[config.mk]
export PLATFORM = sky130hd
export DESIGN_NAME = sdram_burst_colgen
export DESIGN_NICKNAME = d
export VERILOG_FILES = /design/src/rtl/burst_pkg.sv /design/src/rtl/burst_mode_reg.sv /design/src/rtl/burst_beat_ctrl.sv /design/src/rtl/burst_addr_order.sv /design/src/rtl/sdram_burst_colgen.sv
export SDC_FILE = /design/constraint.sdc
export NUM_CORES = 1
export LEC_CHECK = 0
export BUFFER_PORTS_ARGS = -buffer_cell sky130_fd_sc_hd__clkbuf_2
export CAP_MARGIN = 20
export CORE_MARGIN = 2
export CORE_UTILIZATION = 35
export CTS_CLUSTER_DIAMETER = 40
export DETAILED_ROUTE_END_ITERATION = 16
export PLACE_DENSITY = 0.64
export SLEW_MARGIN = 10
export SYNTH_ARGS = -nofsm -noshare
export SYNTH_HDL_FRONTEND = slang
export SYNTH_HIERARCHICAL = 1
export SYNTH_SLANG_ARGS = --single-unit
export TNS_END_PERCENT = 100
[constraint.sdc]
create_clock -name clk -period 3 [get_ports clk]
set_clock_uncertainty 0.05 [all_clocks]
set_input_delay 0.45 -clock clk [delete_from_list [all_inputs] [get_ports clk]]
set_output_delay 0.45 -clock clk [all_outputs]
set_load 0.05 [all_outputs]
[src/rtl/burst_pkg.sv]
// Shared types and helpers for the burst column generator.
// Assumes the mode word layout given in the brief (length code in bits 2:0).
package burst_pkg;

    // Decoded contents of the mode word that the block keeps.
    typedef struct packed {
        logic [2:0] cas;
        logic       interleave;
        logic [2:0] bl_code;
    } mode_t;

    localparam logic [2:0] BLC_FULL = 3'b111;

    // True when the length code and ordering form a supported pair.
    function automatic logic mode_legal(input logic [2:0] code, input logic il);
        return (code[2] == 1'b0) || ((code == BLC_FULL) && !il);
    endfunction

endpackage

[src/rtl/burst_mode_reg.sv]
// Mode register: validates and stores a mode-set word.
// Assumes a mode-set is legal only while every bank is idle; rejected
// attempts keep the old contents and pulse mrs_err for one cycle.
module burst_mode_reg
    import burst_pkg::*;
#(
    parameter int NBANK = 4,
    parameter int WORDW = 15
) (
    input  logic             clk,
    input  logic             rst_n,
    input  logic             mrs_cmd,
    input  logic [WORDW-1:0] mrs_word,
    input  logic [NBANK-1:0] bank_idle,
    output mode_t            mode,
    output logic             programmed,
    output logic             mrs_err
);
    logic all_idle;
    logic legal;
    logic accept;

    // Decide whether this mode-set may be taken.
    always_comb begin
        all_idle = &bank_idle;
        legal    = mode_legal(mrs_word[2:0], mrs_word[3]);
        accept   = mrs_cmd && all_idle && legal;
    end

    // Store the mode, the programmed status and the error strobe.
    always_ff @(posedge clk) begin
        if (!rst_n) begin
            mode       <= '0;
            programmed <= 1'b0;
            mrs_err    <= 1'b0;
        end else begin
            mrs_err <= mrs_cmd && !accept;
            if (accept) begin
                mode.bl_code    <= mrs_word[2:0];
                mode.interleave <= mrs_word[3];
                mode.cas        <= mrs_word[6:4];
                programmed      <= 1'b1;
            end
        end
    end
endmodule

[src/rtl/burst_beat_ctrl.sv]
// Beat controller: tracks an active burst, its start column and beat index.
// Assumes the mode presented at a command edge is the one to use; a new
// command wins over burst_stop in the same cycle.
module burst_beat_ctrl
    import burst_pkg::*;
#(
    parameter int COLW = 8
) (
    input  logic            clk,
    input  logic            rst_n,
    input  logic            go,
    input  logic            go_wr,
    input  logic [COLW-1:0] start_col,
    input  mode_t           mode,
    input  logic            stop,
    output logic            active,
    output logic            is_wr,
    output logic [COLW-1:0] base,
    output logic [COLW-1:0] beat,
    output logic [COLW-1:0] mask,
    output logic            il
);
    logic [COLW-1:0] new_mask;
    logic            full_q;
    logic            last;

    // Turn the length code into a mask over the wrapping column bits.
    always_comb begin
        case (mode.bl_code)
            3'b000:  new_mask = '0;
            3'b001:  new_mask = COLW'(1);
            3'b010:  new_mask = COLW'(3);
            3'b011:  new_mask = COLW'(7);
            default: new_mask = '1;
        endcase
    end

    // A fixed-length burst ends when the beat index reaches its mask.
    always_comb last = !full_q && (beat == mask);

    // Start, advance and end bursts.
    always_ff @(posedge clk) begin
        if (!rst_n) begin
            active <= 1'b0;
            is_wr  <= 1'b0;
            base   <= '0;
            beat   <= '0;
            mask   <= '0;
            il     <= 1'b0;
            full_q <= 1'b0;
        end else if (go) begin
            active <= 1'b1;
            is_wr  <= go_wr;
            base   <= start_col;
            beat   <= '0;
            mask   <= new_mask;
            il     <= mode.interleave;
            full_q <= (mode.bl_code == BLC_FULL);
        end else if (active) begin
            if (stop || last) begin
                active <= 1'b0;
            end else begin
                beat <= beat + 1'b1;
            end
        end
    end
endmodule

[src/rtl/burst_addr_order.sv]
// Column ordering: forms the beat's column from start, beat index and mask.
// Assumes beat never exceeds mask; bits outside the mask keep the start value.
module burst_addr_order #(
    parameter int COLW = 8
) (
    input  logic [COLW-1:0] base,
    input  logic [COLW-1:0] beat,
    input  logic [COLW-1:0] mask,
    input  logic            il,
    output logic [COLW-1:0] col
);
    logic [COLW-1:0] sum;

    // Sequential candidate: carries beyond the mask are dropped per bit.
    always_comb sum = base + beat;

    for (genvar i = 0; i < COLW; i++) begin : g_bit
        // Pick the bit source for one column bit.
        always_comb begin
            if (!mask[i])
                col[i] = base[i];
            else if (il)
                col[i] = base[i] ^ beat[i];
            else
                col[i] = sum[i];
        end
    end
endmodule

[src/rtl/sdram_burst_colgen.sv]
// Top of the burst column generator: mode register, beat controller and
// column ordering. Assumes rd_cmd and wr_cmd are not raised together.
module sdram_burst_colgen
    import burst_pkg::*;
#(
    parameter int COLW  = 8,
    parameter int NBANK = 4
) (
    input  logic             clk,
    input  logic             rst_n,
    input  logic             mrs_cmd,
    input  logic [14:0]      mrs_word,
    input  logic [NBANK-1:0] bank_idle,
    input  logic             rd_cmd,
    input  logic             wr_cmd,
    input  logic [COLW-1:0]  start_col,
    input  logic             burst_stop,
    output logic             programmed,
    output logic             mrs_err,
    output logic [2:0]       cas_lat,
    output logic             col_valid,
    output logic             col_wr,
    output logic [COLW-1:0]  col_out
);
    mode_t           mode;
    logic            go;
    logic            active;
    logic            is_wr;
    logic            il;
    logic [COLW-1:0] base;
    logic [COLW-1:0] beat;
    logic [COLW-1:0] mask;

    // A command starts a burst only once a mode is loaded.
    always_comb go = (rd_cmd || wr_cmd) && programmed;

    burst_mode_reg #(.NBANK(NBANK), .WORDW(15)) u_mode (
        .clk(clk), .rst_n(rst_n), .mrs_cmd(mrs_cmd), .mrs_word(mrs_word),
        .bank_idle(bank_idle), .mode(mode), .programmed(programmed),
        .mrs_err(mrs_err)
    );

    burst_beat_ctrl #(.COLW(COLW)) u_ctrl (
        .clk(clk), .rst_n(rst_n), .go(go), .go_wr(wr_cmd),
        .start_col(start_col), .mode(mode), .stop(burst_stop),
        .active(active), .is_wr(is_wr), .base(base), .beat(beat),
        .mask(mask), .il(il)
    );

    burst_addr_order #(.COLW(COLW)) u_order (
        .base(base), .beat(beat), .mask(mask), .il(il), .col(col_out)
    );

    // Drive the status and beat outputs.
    always_comb begin
        cas_lat   = mode.cas;
        col_valid = active;
        col_wr    = active && is_wr;
    end
endmodule

**After elaboration in Yosys (flattened, before gate mapping)**

Index checks and enable logic that the tools add are counted.
W data, S select, Z words.

- $add $sub $neg: 2
- Eq/ne operators: 6
- Multiplexer cells: 20
- Bitwise logic cells: 11
- Reduce and logical (&&, ||, !) cells: 17

Operator list:

| cell | number |
|---|---|
| $pmux W8 S4 | 1 |
| $mux W1 | 19 |
| $add A8 B1 Y8 const B | 1 |
| $add A8 B8 Y8 | 1 |
| $eq A8 B8 Y1 | 1 |
| $xor A1 B1 Y1 | 8 |
| $logic_and A1 B1 Y1 | 7 |
| $eq A3 B2 Y1 const B | 2 |
| $eq A3 B3 Y1 const B | 2 |
| $reduce_and A4 Y1 | 1 |
| $eq A3 B1 Y1 const B | 1 |
| $logic_not A1 Y1 | 3 |
| $logic_not A3 Y1 | 1 |
| $logic_or A1 B1 Y1 | 3 |
| $not A1 Y1 | 3 |
| $reduce_and A2 Y1 | 1 |
| $reduce_or A2 Y1 | 1 |

- Logic and storage cells: 68
- Bits of input ports: 33
- Bits in registers: 37

**Depth between registers and ports, before layout**

- Depth in word-level cells: 6
- Mapped depth: 8
- Mapped depth without buffers: 8

**Cells and area by module**

Netlist, hierarchy kept.

By module, submodules not included:

| module | seq. area each (µm²) | times used | cells an instance | area an instance (µm²) |
|---|---|---|---|---|
| burst_beat_ctrl | 480.5 | 1 | 114 | 1102.3 |
| burst_addr_order | 0.0 | 1 | 61 | 420.4 |
| burst_mode_reg | 180.2 | 1 | 37 | 365.4 |
| sdram_burst_colgen | 0.0 | 1 | 2 | 13.8 |

**Worst setup path after synthesis**

Ideal clock, no wire load.

- Path type: reg-to-output
- From: register u_ctrl.beat[0]
- To: output col_out[4]
- Data required time: 2.500 ns
- Stages on the path, launching flop included: 8
- Arrival: 2.450 ns
- Path slack: 0.050 ns
- Cells stage by stage: dfxtp_1 > ha_1 > inv_1 > fa_1 > or2b_1 > a211oi_1 > xnor2_1 > a21oi_1

- Cells in the longest elaborated chain, start to end: 3

RTL lines:

| element | line | RTL |
|---|---|---|
| from (decl) | burst_beat_ctrl.sv:19 | `output logic [COLW-1:0] beat,` |
| from (signal assigned) | burst_beat_ctrl.sv:63 | `beat <= beat + 1'b1;` |
| $add A8 B8 Y8 | burst_addr_order.sv:15 | `always_comb sum = base + beat;` |
| $mux W1 | burst_addr_order.sv:22 | `else if (il)` |
| $mux W1 | burst_addr_order.sv:20 | `if (!mask[i])` |
| to (decl) | sdram_burst_colgen.sv:23 | `output logic [COLW-1:0] col_out` |

Every way passes these cells.

**Final worst setup path**

- From: register u_ctrl.beat[3]
- To: output col_out[7]

Same word-level chain as after synthesis.

==> impl_metrics.yaml <==
outcome:
  status: "finished clean"
floorplanning:
  dieWidth_um: 77.7
  fp.coreArea_um2: 5170
  io_pins: 48
  dieArea_um2: 6040
  floorplan_row_count: 26
  initial_core_utilization: 0.368
  die_height_um: 77.7
worst_setup_path:
  crit_chain: "ha_4 > o21ai_1 > o21bai_1 > a21oi_2 > o32a_1 > or4_1 > clkbuf_4"
  critical_path.startpoint: "u_ctrl/beat[3]"
  category_of_the_worst_setup_path_capture_point: "output port"
  biggest_cell_delay_along_the_critical_path_ns: 0.51
  classification_of_the_worst_setup_path: "flip-flop to output port"
  crit_end: "col_out[7]"
  worstReg2RegEnd: "u_ctrl/beat[5]"
  critPathArrivalTime_ns: 2.39
  critical-path-top-delay-family: "compound AO/OA/AOI/OAI gates"
  worstReg2RegStart: "u_ctrl/mask[6]"
  timing.critical_path.slowest_stage_cell: "or4_1"
  sum_of_buffers_and_inverters_on_the_critical_path: 1
  reg2regPathDepth: 6
  startpoint_type: "flip-flop"
  cp_num_cells: 7
  crit_path_max_fanout: 5
  cp.required_ns: 2.50
  rrSetupSlack_ns: 1.27
yosys:
  synthesis.yosys.warnings: 6
  combinational_family_with_the_most_area_after_synthesis: "simple AND/OR/NAND/NOR gates"
  yosysSeqAreaShare: 0.347
  synth.mux.area_fraction: 0.0961
  post_synth_xor_area_fraction: 0.0461
  synth_compound_gate_area_share: 0.170
  synth_area_per_cell_um2: 8.89
  ys_ff_latch: 33
  number_of_distinct_library_cells_after_synthesis: 50
  synth_nets: 256
  synth_ff_type: "dfxtp_1"
  synth-adder-area-share: 0.0632
  async_flop_share: 0
  synthCells: 214
  netlist_area_um2: 1900
  synth_simple_gate_area_frac: 0.240
  synth-edff-count: 0
clock_network:
  cts_tree: "built"
  clockBufferDepth: 2
  cts_buffer_count: 5
  cts-htree-levels: 2
  clock-root-buffer: "clkbuf_8"
  worstSkewPairLatency_ns: 0.29
  number_of_sinks_on_the_clock_net: 33
  cts.clk_slew.worst_paths_ns: 0.07
power:
  power.share.clock: 0.446
  design_internal_power_mw: 0.709
  power.ir.vdd_worst_v: 0.000202
  overall_power_of_the_completed_layout_mw: 0.912
  power.share.switching: 0.223
  power.sequential.fraction: 0.487
  power.net_switching_mw: 0.203
  power.leakage_nw: 0.962
  p_per_area_nw_per_um2: 387
  combPwrFrac: 0.067
layout:
  syn_to_final_growth_pct: 23.9
  nFillCells: 518
  post_route_cells_drive_above_1_share: 0.288
  num-nets-final: 302
  antenna_cells_inserted: 0
grt:
  gr-usage-all-layers: 0.143
  number_of_global_route_vias_before_repair: 1548
  grt_antenna_before_repair: 0
  grt_first_pass_wirelength_mm: 6.85
  pin_count_of_the_biggest_net_entering_global_routing: 22
  globalRouteOverflowTotal: 0
placed_design:
  detailed_place_hpwl_mm: 2.94
  io_buffer_count: 39
  gp_congestion: 0.813
routing:
  wirelength_mm: 4.13
  drt_first_iter_violations: 64
  viasPerCell: 4.97
  drt_antenna_net_count: 0
  post-route-drc-count: 0
  avgRoutedWirePerCell_um: 12.5
  total_via_count_after_detailed_routing: 1640
  first_pass_iters: 5
sta:
  post-route-period-util: 0.962
  setup_total_negative_slack_ns: 0
  final.hold.worst_slack_ns: 0.327
  number_of_setup_violations_in_the_final_report: 0
  timing.fmax_ghz: 0.346
  period_minus_slack_ns: 2.89
  grt_setup_unrepaired: "false"
  actual_transition_at_the_worst_max_transition_pin_ns: 0.506
  drv_slew: 0
  timing.slew.headroom: 0.662
  hold_violation_count_in_the_final_report: 0
min_path:
  timing.hold.worst.class: "primary input to flip-flop"
run:
  drv_cap: 0
[repair_timing]
item / 4_1_cts / 5_1_grt
resized for setup: 4 / 8
hold buffers: 0 / 0
pin swaps: 2 / 1
endpoints found under the setup margin: 1 / 3
setup buffers: 2 / 0
[power groups by stage]
stage / logic (mW) / clock network (mW) / registers, mW
6_report: 0.0607 / 0.407 / 0.444
2_1_floorplan: 0.0284 / 0 / 0.458
5_1_grt: 0.0662 / 0.434 / 0.444
3_5_place_dp: 0.0608 / 0 / 0.454
3_3_place_gp: 0.0600 / 0 / 0.454
4_1_cts: 0.0611 / 0.415 / 0.444
[synth_stat cells (all sizes together), types with 2 or more instances]
| cell type | number | area, µm² |
|---|---|---|
| dfxtp | 33 | 661 |
| nand2 | 26 | 97.6 |
| nor2 | 19 | 73.8 |
| mux2i | 16 | 160 |
| a21oi | 13 | 65.1 |
| nor2b | 13 | 81.3 |
| o21ai | 10 | 50.0 |
| ha | 8 | 100 |
| buf | 6 | 41.3 |
| xnor2 | 6 | 52.6 |
| inv | 5 | 18.8 |
| nand4 | 5 | 31.3 |
| or3 | 4 | 26.3 |
| xor2 | 4 | 35.0 |
| a211oi | 3 | 35.0 |
| a31oi | 3 | 18.8 |
| clkbuf | 3 | 11.3 |
| nor3 | 3 | 20.0 |
| o21a | 3 | 22.5 |
| a21boi | 2 | 15.0 |
| and3 | 2 | 17.5 |
| mux2 | 2 | 22.5 |
| nand2b | 2 | 12.5 |
| nand3 | 2 | 10.0 |
| nand3b | 2 | 27.5 |
| o211a | 2 | 20.0 |
| or4 | 2 | 15.0 |
[cell usage in the layout, fill, tap and decap left out, types with 2 or more instances in the layout]
| cell | Yosys | layout |
|---|---|---|
| xnor2_1 | 6 | 6 |
| ha_1 | 8 | 5 |
| dfxtp_2 | 0 | 2 |
| dfxtp_1 | 33 | 31 |
| o21ai_0 | 7 | 7 |
| nor3_1 | 2 | 2 |
| inv_1 | 5 | 5 |
| or3_1 | 3 | 3 |
| clkbuf_2 | 0 | 37 |
| o211a_1 | 2 | 2 |
| o21ai_1 | 3 | 3 |
| nand2b_1 | 2 | 2 |
| o21a_1 | 3 | 3 |
| nand2_1 | 26 | 26 |
| nor2b_1 | 13 | 13 |
| clkbuf_8 | 0 | 6 |
| xor2_1 | 4 | 4 |
| ha_4 | 0 | 2 |
| nand4_1 | 5 | 5 |
| buf_4 | 5 | 9 |
| or4_1 | 2 | 2 |
| a31oi_1 | 3 | 3 |
| a21boi_0 | 2 | 2 |
| a21oi_1 | 13 | 12 |
| mux2i_1 | 16 | 16 |
| nand3_1 | 2 | 2 |
| nor2_1 | 18 | 18 |
| mux2_2 | 2 | 2 |
[sequential cells by signal, indices dropped and copies added (netlist names)]
name               cells
u_ctrl/base            8
u_ctrl/beat            8
u_mode/mode            7
u_ctrl/mask            4
u_ctrl/active          1
u_ctrl/full_q          1
u_ctrl/il              1
u_ctrl/is_wr           1
u_mode/mrs_err         1
u_mode/programmed      1
[worst min-delay path by stage]
| stage | startpoint | end | cells past startpoint | slack, ns |
|---|---|---|---|---|
| 6_report | mrs_cmd | u_mode/mrs_err | 3 | 0.33 |
| 5_1_grt | mrs_cmd | u_mode/mrs_err | 3 | 0.34 |
| 4_1_cts | mrs_cmd | u_mode/mrs_err | 3 | 0.32 |
| 3_5_place_dp | u_mode/mode[6] | u_mode/mode[6] | 2 | 0.40 |
| 3_3_place_gp | u_mode/mode[6] | u_mode/mode[6] | 2 | 0.39 |
| 2_1_floorplan | u_mode/mode[3] | u_mode/mode[3] | 2 | 0.40 |
[metrics by stage]
| step | setup slack (ns) | area, µm² | instances | utilization |
|---|---|---|---|---|
| after global placement | 0.170 | 2180 | 321 | 0.422 |
| after detailed placement | 0.140 | 2180 | 321 | 0.422 |
| after CTS | 0.00466 | 2320 | 330 | 0.448 |
| after floorplan | 0.0502 | 1900 | 214 | - |
| final | 0.113 | 2360 | 330 | 0.455 |
| after global routing | 0.0000204 | 2360 | 330 | 0.455 |
[metal layers]
layer / routed length [µm] / GRT usage
met3: 205 / 0.0349
met1: 1970 / 0.181
met2: 1880 / 0.230
met4: 66 / 0.0589
met5: 0 / 0
[cell families (layout without fill, tap and decap cells)]
| group | Yosys count | in the layout |
|---|---|---|
| buffers and inverters | 14 | 60 |
| adder cells (fa/ha/maj) | 9 | 9 |
| XOR/XNOR | 10 | 10 |
| AO/OA/AOI/OAI | 45 | 45 |
| multiplexers | 18 | 18 |
| AND/OR/NAND/NOR | 85 | 85 |
| flip-flops | 33 | 33 |
[cell type report]
class                           count  area, µm²  area share
Tap cell                           70       87.6      0.0372
Multi-Input combinational cell    167       1210       0.513
Timing Repair Buffer               48        274       0.116
Inverter                            5       18.8     0.00797
Clock buffer                        5       68.8      0.0292
Clock inverter                      2       35.0      0.0149
Sequential cell                    33        663       0.281
[worst min-delay path, cell delays in order]
cell	delay [ns]
clkbuf_2	0.09
nand2_1	0.05
nor2_1	0.03
Note: power is estimated with default switching activity, not from simulation.
